### src/rtl/pwmt_pkg.sv
package pwmt_pkg;
  parameter int NUM_CH = 8;

  // per-channel offsets inside a 0x14 window, fixed for software
  localparam int STRIDE   = 20;
  localparam int OFS_CUR  = 4;
  localparam int OFS_CTL  = 8;
  localparam int OFS_ACK  = 12;
  localparam int OFS_STS  = 16;
  localparam int LD2_BASE = 176;
  localparam int G_STS    = 160;
  localparam int G_ACK    = 164;
  localparam int G_RAW    = 168;
  localparam int G_VER    = 172;

  // configuration bit positions
  localparam int CB_RUN  = 0;
  localparam int CB_USER = 1;
  localparam int CB_MASK = 2;
  localparam int CB_WAVE = 3;
  localparam int CTL_W   = 4;

  typedef struct packed {
    logic [NUM_CH-1:0] start;
    logic [NUM_CH-1:0] clr;
  } strobe_t;
endpackage

### src/rtl/pwmt_ctrl.sv
module pwmt_ctrl
  import pwmt_pkg::*;
#(
  parameter int ADDR_W = 8,
  parameter int DATA_W = 32,
  parameter int CNT_W  = 32,
  parameter logic [31:0] VERSION = 32'h3230_372a
) (
  input  logic                               clk,
  input  logic                               rstN,
  input  logic [ADDR_W-1:0]                  addr,
  input  logic                               wrEn,
  input  logic [DATA_W-1:0]                  wrData,
  input  logic                               rdEn,
  output logic [DATA_W-1:0]                  rdData,
  input  logic [NUM_CH-1:0][CNT_W-1:0]       cntArr,
  input  logic [NUM_CH-1:0]                  rawVec,
  output logic [NUM_CH-1:0][CNT_W-1:0]       ld1Arr,
  output logic [NUM_CH-1:0][CNT_W-1:0]       ld2Arr,
  output logic [NUM_CH-1:0][CTL_W-1:0]       ctlArr,
  output strobe_t                            strobes
);
  logic [NUM_CH-1:0] stsVec;

  function automatic logic hitAt(input logic [ADDR_W-1:0] a, input int ofs);
    return a == ADDR_W'(ofs);
  endfunction

  always_ff @(posedge clk or negedge rstN) begin
    if (!rstN) begin
      ld1Arr <= '0;
      ld2Arr <= '0;
      ctlArr <= '0;
    end else if (wrEn) begin
      for (int i = 0; i < NUM_CH; i++) begin
        if (hitAt(addr, i*STRIDE))            ld1Arr[i] <= wrData[CNT_W-1:0];
        if (hitAt(addr, LD2_BASE + 4*i))      ld2Arr[i] <= wrData[CNT_W-1:0];
        if (hitAt(addr, i*STRIDE + OFS_CTL))  ctlArr[i] <= wrData[CTL_W-1:0];
      end
    end
  end

  always_comb begin
    for (int i = 0; i < NUM_CH; i++) begin
      strobes.start[i] = wrEn && hitAt(addr, i*STRIDE + OFS_CTL)
                         && wrData[CB_RUN] && !ctlArr[i][CB_RUN];
      strobes.clr[i]   = rdEn && (hitAt(addr, i*STRIDE + OFS_ACK) || hitAt(addr, G_ACK));
      stsVec[i]        = rawVec[i] & ~ctlArr[i][CB_MASK];
    end
  end

  always_comb begin
    rdData = '0;
    for (int i = 0; i < NUM_CH; i++) begin
      if (hitAt(addr, i*STRIDE))           rdData = DATA_W'(ld1Arr[i]);
      if (hitAt(addr, i*STRIDE + OFS_CUR)) rdData = DATA_W'(cntArr[i]);
      if (hitAt(addr, i*STRIDE + OFS_CTL)) rdData = DATA_W'(ctlArr[i]);
      if (hitAt(addr, i*STRIDE + OFS_STS)) rdData = DATA_W'(stsVec[i]);
      if (hitAt(addr, LD2_BASE + 4*i))     rdData = DATA_W'(ld2Arr[i]);
    end
    if (hitAt(addr, G_STS)) rdData = DATA_W'(stsVec);
    if (hitAt(addr, G_RAW)) rdData = DATA_W'(rawVec);
    if (hitAt(addr, G_VER)) rdData = DATA_W'(VERSION);
  end
endmodule

### src/rtl/pwmt_datapath.sv
module pwmt_datapath
  import pwmt_pkg::*;
#(
  parameter int CNT_W = 32
) (
  input  logic                         clk,
  input  logic                         rstN,
  input  logic [NUM_CH-1:0][CNT_W-1:0] ld1Arr,
  input  logic [NUM_CH-1:0][CNT_W-1:0] ld2Arr,
  input  logic [NUM_CH-1:0][CTL_W-1:0] ctlArr,
  input  strobe_t                      strobes,
  output logic [NUM_CH-1:0][CNT_W-1:0] cntArr,
  output logic [NUM_CH-1:0]            rawVec,
  output logic [NUM_CH-1:0]            pwmOut
);
  for (genvar g = 0; g < NUM_CH; g++) begin : g_ch
    logic phaseHi;
    logic running;
    logic atZero;

    assign running   = ctlArr[g][CB_RUN] && !strobes.start[g];
    assign atZero    = running && (cntArr[g] == '0);
    assign pwmOut[g] = ctlArr[g][CB_RUN] && ctlArr[g][CB_WAVE] && phaseHi;

    always_ff @(posedge clk or negedge rstN) begin
      if (!rstN) begin
        cntArr[g] <= '0;
        phaseHi   <= 1'b0;
      end else if (strobes.start[g]) begin
        cntArr[g] <= ld1Arr[g];
        phaseHi   <= 1'b0;
      end else if (atZero) begin
        if (!ctlArr[g][CB_USER]) begin
          cntArr[g] <= '1;
          phaseHi   <= ctlArr[g][CB_WAVE] ? !phaseHi : 1'b0;
        end else if (ctlArr[g][CB_WAVE] && !phaseHi) begin
          cntArr[g] <= ld2Arr[g];
          phaseHi   <= 1'b1;
        end else begin
          cntArr[g] <= ld1Arr[g];
          phaseHi   <= 1'b0;
        end
      end else if (running) begin
        cntArr[g] <= cntArr[g] - 1'b1;
      end
    end

    always_ff @(posedge clk or negedge rstN) begin
      if (!rstN)                rawVec[g] <= 1'b0;
      else if (atZero)          rawVec[g] <= 1'b1;
      else if (strobes.clr[g])  rawVec[g] <= 1'b0;
    end
  end
endmodule

### src/rtl/pwmt_bank.sv
module pwmt_bank
  import pwmt_pkg::*;
#(
  parameter int ADDR_W = 8,
  parameter int DATA_W = 32,
  parameter int CNT_W  = 32,
  parameter logic [31:0] VERSION = 32'h3230_372a
) (
  input  logic              clk,
  input  logic              rstN,
  input  logic [ADDR_W-1:0] addr,
  input  logic              wrEn,
  input  logic [DATA_W-1:0] wrData,
  input  logic              rdEn,
  output logic [DATA_W-1:0] rdData,
  output logic [NUM_CH-1:0] pwmOut
);
  logic [NUM_CH-1:0][CNT_W-1:0] ld1Arr;
  logic [NUM_CH-1:0][CNT_W-1:0] ld2Arr;
  logic [NUM_CH-1:0][CTL_W-1:0] ctlArr;
  logic [NUM_CH-1:0][CNT_W-1:0] cntArr;
  logic [NUM_CH-1:0]            rawVec;
  strobe_t                      strobes;

  pwmt_ctrl #(.ADDR_W(ADDR_W), .DATA_W(DATA_W), .CNT_W(CNT_W), .VERSION(VERSION)) ctrl_i (
    .clk(clk), .rstN(rstN), .addr(addr), .wrEn(wrEn), .wrData(wrData),
    .rdEn(rdEn), .rdData(rdData), .cntArr(cntArr), .rawVec(rawVec),
    .ld1Arr(ld1Arr), .ld2Arr(ld2Arr), .ctlArr(ctlArr), .strobes(strobes)
  );

  pwmt_datapath #(.CNT_W(CNT_W)) dp_i (
    .clk(clk), .rstN(rstN), .ld1Arr(ld1Arr), .ld2Arr(ld2Arr), .ctlArr(ctlArr),
    .strobes(strobes), .cntArr(cntArr), .rawVec(rawVec), .pwmOut(pwmOut)
  );
endmodule

### config.mk
export PLATFORM = sky130hd
export DESIGN_NAME = pwmt_bank
export DESIGN_NICKNAME = d
export VERILOG_FILES = /design/src/rtl/pwmt_pkg.sv /design/src/rtl/pwmt_ctrl.sv /design/src/rtl/pwmt_datapath.sv /design/src/rtl/pwmt_bank.sv
export SDC_FILE = /design/constraint.sdc
export NUM_CORES = 2
export LEC_CHECK = 0
export ABC_AREA = 1
export CAP_MARGIN = 25
export CELL_PAD_IN_SITES_DETAIL_PLACEMENT = 1
export CELL_PAD_IN_SITES_GLOBAL_PLACEMENT = 1
export CORE_MARGIN = 1.5
export CORE_UTILIZATION = 47
export DETAILED_ROUTE_END_ITERATION = 6
export PLACE_DENSITY_LB_ADDON = 0.1
export SLEW_MARGIN = 0
export SYNTH_ARGS = -nofsm -noshare
export SYNTH_HDL_FRONTEND = slang
export SYNTH_SLANG_ARGS = --single-unit
### constraint.sdc
create_clock -name clk -period 3.25 [get_ports clk]
set_input_delay 0.325 -clock clk [delete_from_list [all_inputs] [get_ports clk]]
set_output_delay 0.325 -clock clk [all_outputs]
set_load 0.05 [all_outputs]
==> impl.org, run 1 <==
** Place
- Pre-CTS setup slack :: -2.87 ns
- The count of buffers added on input and output ports is 83.
- DP HPWL :: 189 mm
- Gpl congestion :: 1.07

** Global routing
- Initial antenna violation count :: 94
- Entering global routing, the biggest net connects 80 pins.
- For this run, the total global-route usage over all layers was measured as 0.830.
- The total overflow left after global routing is 193.

** Yosys
- In the synthesized netlist, the number of instances is 6583.
- In the synthesized netlist the async set-or-reset flop fraction comes to 1.00.
- The share of the Yosys chip area taken by registers is 0.425.
- In the synthesized netlist the dominant register cell turns out to be dfrtp_1.
- Distinct cell type count of the synthesized netlist :: 63
- A synthesized cell averages 7.30 sq um.
- Post-synth EDFFs :: 0
- Count of yosys warnings during synthesis :: 0
- Area of the mapped netlist :: 48000 sq um
- Synthesized flop and latch total :: 816
- Synthesized net count :: 6637

** Floorplan
- Pin placement for this block handled 84 I/O pins.
- The floorplan has 117 rows.
- The floorplan step set the die height to 323 um.
- From left edge to right edge, the die measures 323 um.
- The initial utilization of the core area, before any placement, comes to 0.473.

** CTS
- Number of H-tree levels :: 3
- The clock passes through at most 3 buffers.
- Clock tree synthesis inserted a total of 98 buffers.
- Number of clock sinks :: 816
- The root buffer cell chosen for the clock tree is clkbuf_16.

** Run status
- Tool error :: [ERROR GRT-0232] Routing congestion too high. Check the congestion heatmap in the GUI.
- Halt point of the flow :: 5_1_grt
- Status :: aborted with a tool error

** STA
- After global-route timing repair, the worst endpoint was rdData[10].
- Worst endpoint type :: top-level output
cell usage after synthesis, types with 31 or more instances:
cell type,number,area share
nor2_1,417,0.033
dfrtp_1,816,0.42
nor3_1,54,0.0056
inv_1,600,0.047
o21ai_0,1158,0.12
o22ai_1,85,0.011
buf_2,31,0.0032
nand2_1,1663,0.13
a21oi_1,301,0.031
clkbuf_1,334,0.026
nand4_1,78,0.010
xor2_1,117,0.021
o211ai_1,143,0.022
o221ai_1,79,0.014
o2111ai_1,48,0.0087
a22oi_1,35,0.0055
nand3_1,283,0.029
what timing repair did:
action,4_1_cts
endpoints found under the hold margin,53
endpoints found under the setup margin,150
hold buffers,1
resized for setup,830
pin swaps,251
buffers inserted,241
gates cloned,8
stage by stage:
stage          utilization  instance area, sq um  hold slack, ns  TNS [ns]  std cells
3_5_place_dp         0.556                 56500           0.340   -105.91       8526
4_1_cts              0.633                 64300           0.191    -34.68       8917
2_1_floorplan            -                 48000          0.0294         0       6583
3_3_place_gp         0.556                 56500           0.343    -97.47       8526
logic make-up after synthesis:
group	count (synthesis)	share of synthesized area
compound gates	1981	0.235
xor+xnor	142	0.0259
simple gates	2609	0.230
fa+ha+maj	10	0.00260
flops	816	0.425
buf+inv	1025	0.0815
per-layer routing:
| layer | GRT overflow | global-route usage |
|---|---|---|
| met5 | 0 | 0.570 |
| met4 | 95 | 0.818 |
| met3 | 4 | 0.725 |
| met2 | 90 | 0.953 |
| met1 | 4 | 0.821 |
==> run 2, diff against run 1 <==
Settings changed: CELL_PAD_IN_SITES_DETAIL_PLACEMENT 1 to default, CELL_PAD_IN_SITES_GLOBAL_PLACEMENT 1 to default, CORE_UTILIZATION 47 to 40, PLACE_DENSITY_LB_ADDON 0.1 to 0.15.
==> run 2 against run 1 <==
Net effect: the flow now finishes, with violations (negative setup slack); synthesized cell count is the same; area after synthesis did not move.
==> impl.org, run 2 <==
** Critical path
- Setup crit end kind :: output pin
- Maximum fanout along the worst path :: 2
- Delay-heaviest family, CP :: compound AO/OA/AOI/OAI gates
- Critical path type :: flip-flop to output pin
- Required time of the critical path :: 2.92 ns
- For this design, the slowest cell found on the critical path is dfrtp_1.
- Buffers & Inverters on Critical Path :: 3
- STA classifies the critical path startpoint as a flip-flop.
- Critical path data arrival time :: 3.97 ns
- The largest single stage delay on the critical path is 0.39 ns.
- Crit path cell chain :: inv_2 > o22ai_4 > a211oi_4 > a21oi_2 > a21oi_4 > o211ai_1 > o21ai_2 > nand4_1 > o21ai_4 > o2111ai_2 > o21ai_1 > buf_4 > o2111ai_2 > o21ai_2 > nand3_1 > o21ai_1 > nand2_2 > o22ai_2 > nand2_2 > buf_8

** Finish
- The area growth from synthesis to layout is 40.0%.
- After the last flow step, the layout net total stands at 7615.
- Share of post-route cells with drive strength above 1 :: 0.289
- In the layout the commonest cells are nand2_1, buf_4, o21ai_0.
- Non-filler cells, final :: 9255
- Most common cell after layout, fill and taps aside :: nand2_1
- Final design area excluding fillers :: 67300 sq um
- Filler cell count :: 11200
- Registers with the most flip-flops :: ctrl_i.ld1Arr x256, ctrl_i.ld2Arr x256, dp_i.cntArr x256

** Drt
- Mean number of vias per cell :: 5.85
- Average routed wire per standard cell :: 27.4 um
- Once detail routing completed, the nets flagged for antenna violations numbered 0.
- For this run, the detailed router's first-pass iteration total came to 6.
- Remaining design rule violation count :: 0
- After the first detailed-routing iteration, the DRC count stood at 6170.
- Total vias in the final route :: 54200
- The routed design has 253 mm of wire.

** STA
- Fmax :: 233 MHz
- Post-route clock period utilization :: 1.32
- Time the worst path needs with I/O delays and setup :: 4.29 ns
- The number of pins with negative max-slew slack in the final report is 0.
- At the pin with the least slew margin, the transition time is 0.960 ns.
- Worst-case clock skew :: 0.0232 ns
- The worst pin sits at a relative slew slack of 0.360.
- Setup repair after global routing could not meet its margin everywhere.
- TNS Setup :: -29.15 ns
- Final hold violation count :: 0
- Setup slack on the critical path of the routed design comes to -1.04 ns.
- Setup violations remaining at the end of the flow were counted as 104.

** Power and ir drop
- Clock network fraction of total power :: 0.309
- Internal power comes to 24.1 mW.
- Of the total power, combinational logic draws 0.313.
- Psw :: 14.5 mW
- The share of total power dissipated in sequential elements is 0.378.
- The worst-case IR drop observed on VDD is 442 uV.
- Summed over all cells, the static leakage comes to 30.0 nW.
- Total power density per cell area :: 574 nW/um^2
- The design draws 38.6 mW.
- Fraction of power spent switching nets :: 0.375

** CTS
- The H-tree generated during clock tree synthesis spans 3 levels.
- The clock passes through at most 3 buffers.
- Clock root buffer master :: clkbuf_16
- After clock tree synthesis, the clock-pin slew on the worst setup and hold paths is 0.06 ns.
- Insertion delay of the later-clocked pin in the worst-skew pair :: 0.73 ns
- Buffers inserted during clock tree synthesis total 100.
- TritonCTS built the clock tree.
- Number of clock sinks :: 816

** Run status
- The flow ran to the end, but the final reports show violations.
- Violated checks :: negative setup slack

** Yosys
- Most used standard cell by instance count after synthesis :: nand2_1
- The Yosys step of the flow raised 0 warnings.
- Post-synth EDFFs :: 0
- Of the total synthesized cell area, the portion taken by AND, OR, NAND and NOR gates is 0.230.
- Syn_area_per_cell :: 7.30 sq um
- Mux share of post-synthesis cell area :: 0
- The synthesized design spends more area on one cell type than any other, namely dfrtp_1.
- Sequential area share after synthesis :: 0.425
- The share of synthesized area in the top cell type comes to 0.425.
- Synthesis produced 6583 cells.
- Ranked by total cell area, the synthesized netlist is headed by dfrtp_1, nand2_1, o21ai_0, inv_1, nor2_1.
- The synthesized netlist occupies a cell area of 48000 sq um.
- Synthesis inferred 816 register bits.
- Of the total synthesized cell area, the portion taken by XOR and XNOR cells is 0.0259.
- Of all flip-flops after synthesis, the portion carrying an async set or reset was 1.00.
- After synthesis, the most frequently instantiated cells are nand2_1, o21ai_0, dfrtp_1.
- Synthesized net count :: 6637
- After synthesis, the largest family of logic cells by area is compound AO/OA/AOI/OAI gates.
- Post-synthesis share of cell area spent on full adders, half adders and majority gates :: 0.00260
- The compound-gate portion of the synthesized area came to 0.235.
- In the synthesized netlist the dominant register cell turns out to be dfrtp_1.
- Counting distinct cell types in the post-synthesis netlist gives 63.

** Floorplan
- Starting density of the core :: 0.405
- Core area :: 119000 sq um
- X dimension of the die :: 350 um
- Die ar. :: 122000 sq um
- The die is 350 um tall.
- Boundary pin count :: 84
- Total number of placement rows :: 126

** Place
- Dpl cell area :: 57800 sq um
- Pre-CTS setup slack :: -2.89 ns
- Count of input and output buffers :: 83
- DP HPWL :: 179 mm
- Cell total after placement :: 8866
- The congestion estimate from routability-driven global placement came to 1.04.

** Global routing
- The number of global-route vias before repair is 51700.
- Entering global routing, the biggest net connects 90 pins.
- Global-route usage over all layers :: 0.406
- Initial antenna violation count :: 16
- The first global-routing pass estimated 360 mm of wire.
- Remaining Overflow, GRT :: 0

** Run
- Across the run, the number of max-cap violations was 0.

** Hold path
- The worst hold path belongs to the class input port to flip-flop.
==> run 2: cell counts after synthesis <==
Identical to the previous run, type by type.
==> run 2: worst paths after layout <==
check,from,to,slack (ns),cells past startpoint
max,ctrl_i.ld1Arr[27],rdData[27],-1.04,20
max in group asynchronous,rstN,ctrl_i.ld2Arr[110],1.88,3
max reg2reg,dp_i.cntArr[2],dp_i.cntArr[31],-0.38,26
min in group asynchronous,rstN,ctrl_i.ld1Arr[17],0.17,2
min reg2reg,ctrl_i.ld2Arr[68],ctrl_i.ld2Arr[68],0.48,2
min,addr[4],dp_i.rawVec[6],0.15,5
==> run 2: final cells by class <==
cell class	instances	area, sq um	share of cell area
Timing Repair Buffer	1262	11300	0.168
Antenna cell	14	35.0	0.000521
Clock buffer	150	3030	0.0450
Clock inverter	32	388	0.00576
Inverter	638	2460	0.0365
Tap cell	1600	2000	0.0298
Sequential cell	816	20400	0.304
Multi-Input combinational cell	4743	27700	0.411
==> run 2: cells by family (layout without fill, tap and decap cells) <==
logic type,after synthesis,after routing
AND/OR/NAND/NOR,2609,2610
XOR/XNOR,142,142
flip-flops,816,816
other,0,14
buffers and inverters,1025,2082
adder cells (fa/ha/maj),10,10
AO/OA/AOI/OAI,1981,1981
==> run 2: stage by stage <==
step                       util  hold WS, ns
final                     0.568        0.151
after detailed placement  0.488        0.374
after global placement    0.488        0.407
after floorplan               -       0.0294
after global routing      0.567        0.176
after CTS                 0.540        0.152
==> run 2: power by group through the flow <==
stage / Clock (mW) / Sequential (mW) / Combinational, mW
after global routing: 12.4 / 14.7 / 13.2
after floorplan: 0 / 13.5 / 5.80
after detailed placement: 0 / 14.3 / 10.4
final: 11.9 / 14.6 / 12.1
after CTS: 12.0 / 14.4 / 10.8
after global placement: 0 / 14.3 / 10.3
==> run 2: per-layer routing <==
metal  global-route usage  wire [um]  up-vias
met2                0.638     114000     2818
met1                0.484      93300    26200
met3               0.0757      20900      904
li1                     -          -    24300
met5                    0         13        -
met4                0.338      25500        2
==> run 2: tightest hold or removal path, cell delays in order <==
cell and delay (ns):
buf_8 0.08, buf_6 0.12, buf_4 0.11, nor4_1 0.07, o21ai_0 0.14
==> run 2: timing repair <==
item	CTS	global route
resized for setup	705	599
endpoints found under the setup margin	110	204
hold buffers	1	0
endpoints found under the hold margin	41	0
gates cloned	3	4
buffers inserted	109	125
pin swaps	220	410
Note: power is estimated with default switching activity, not from simulation.
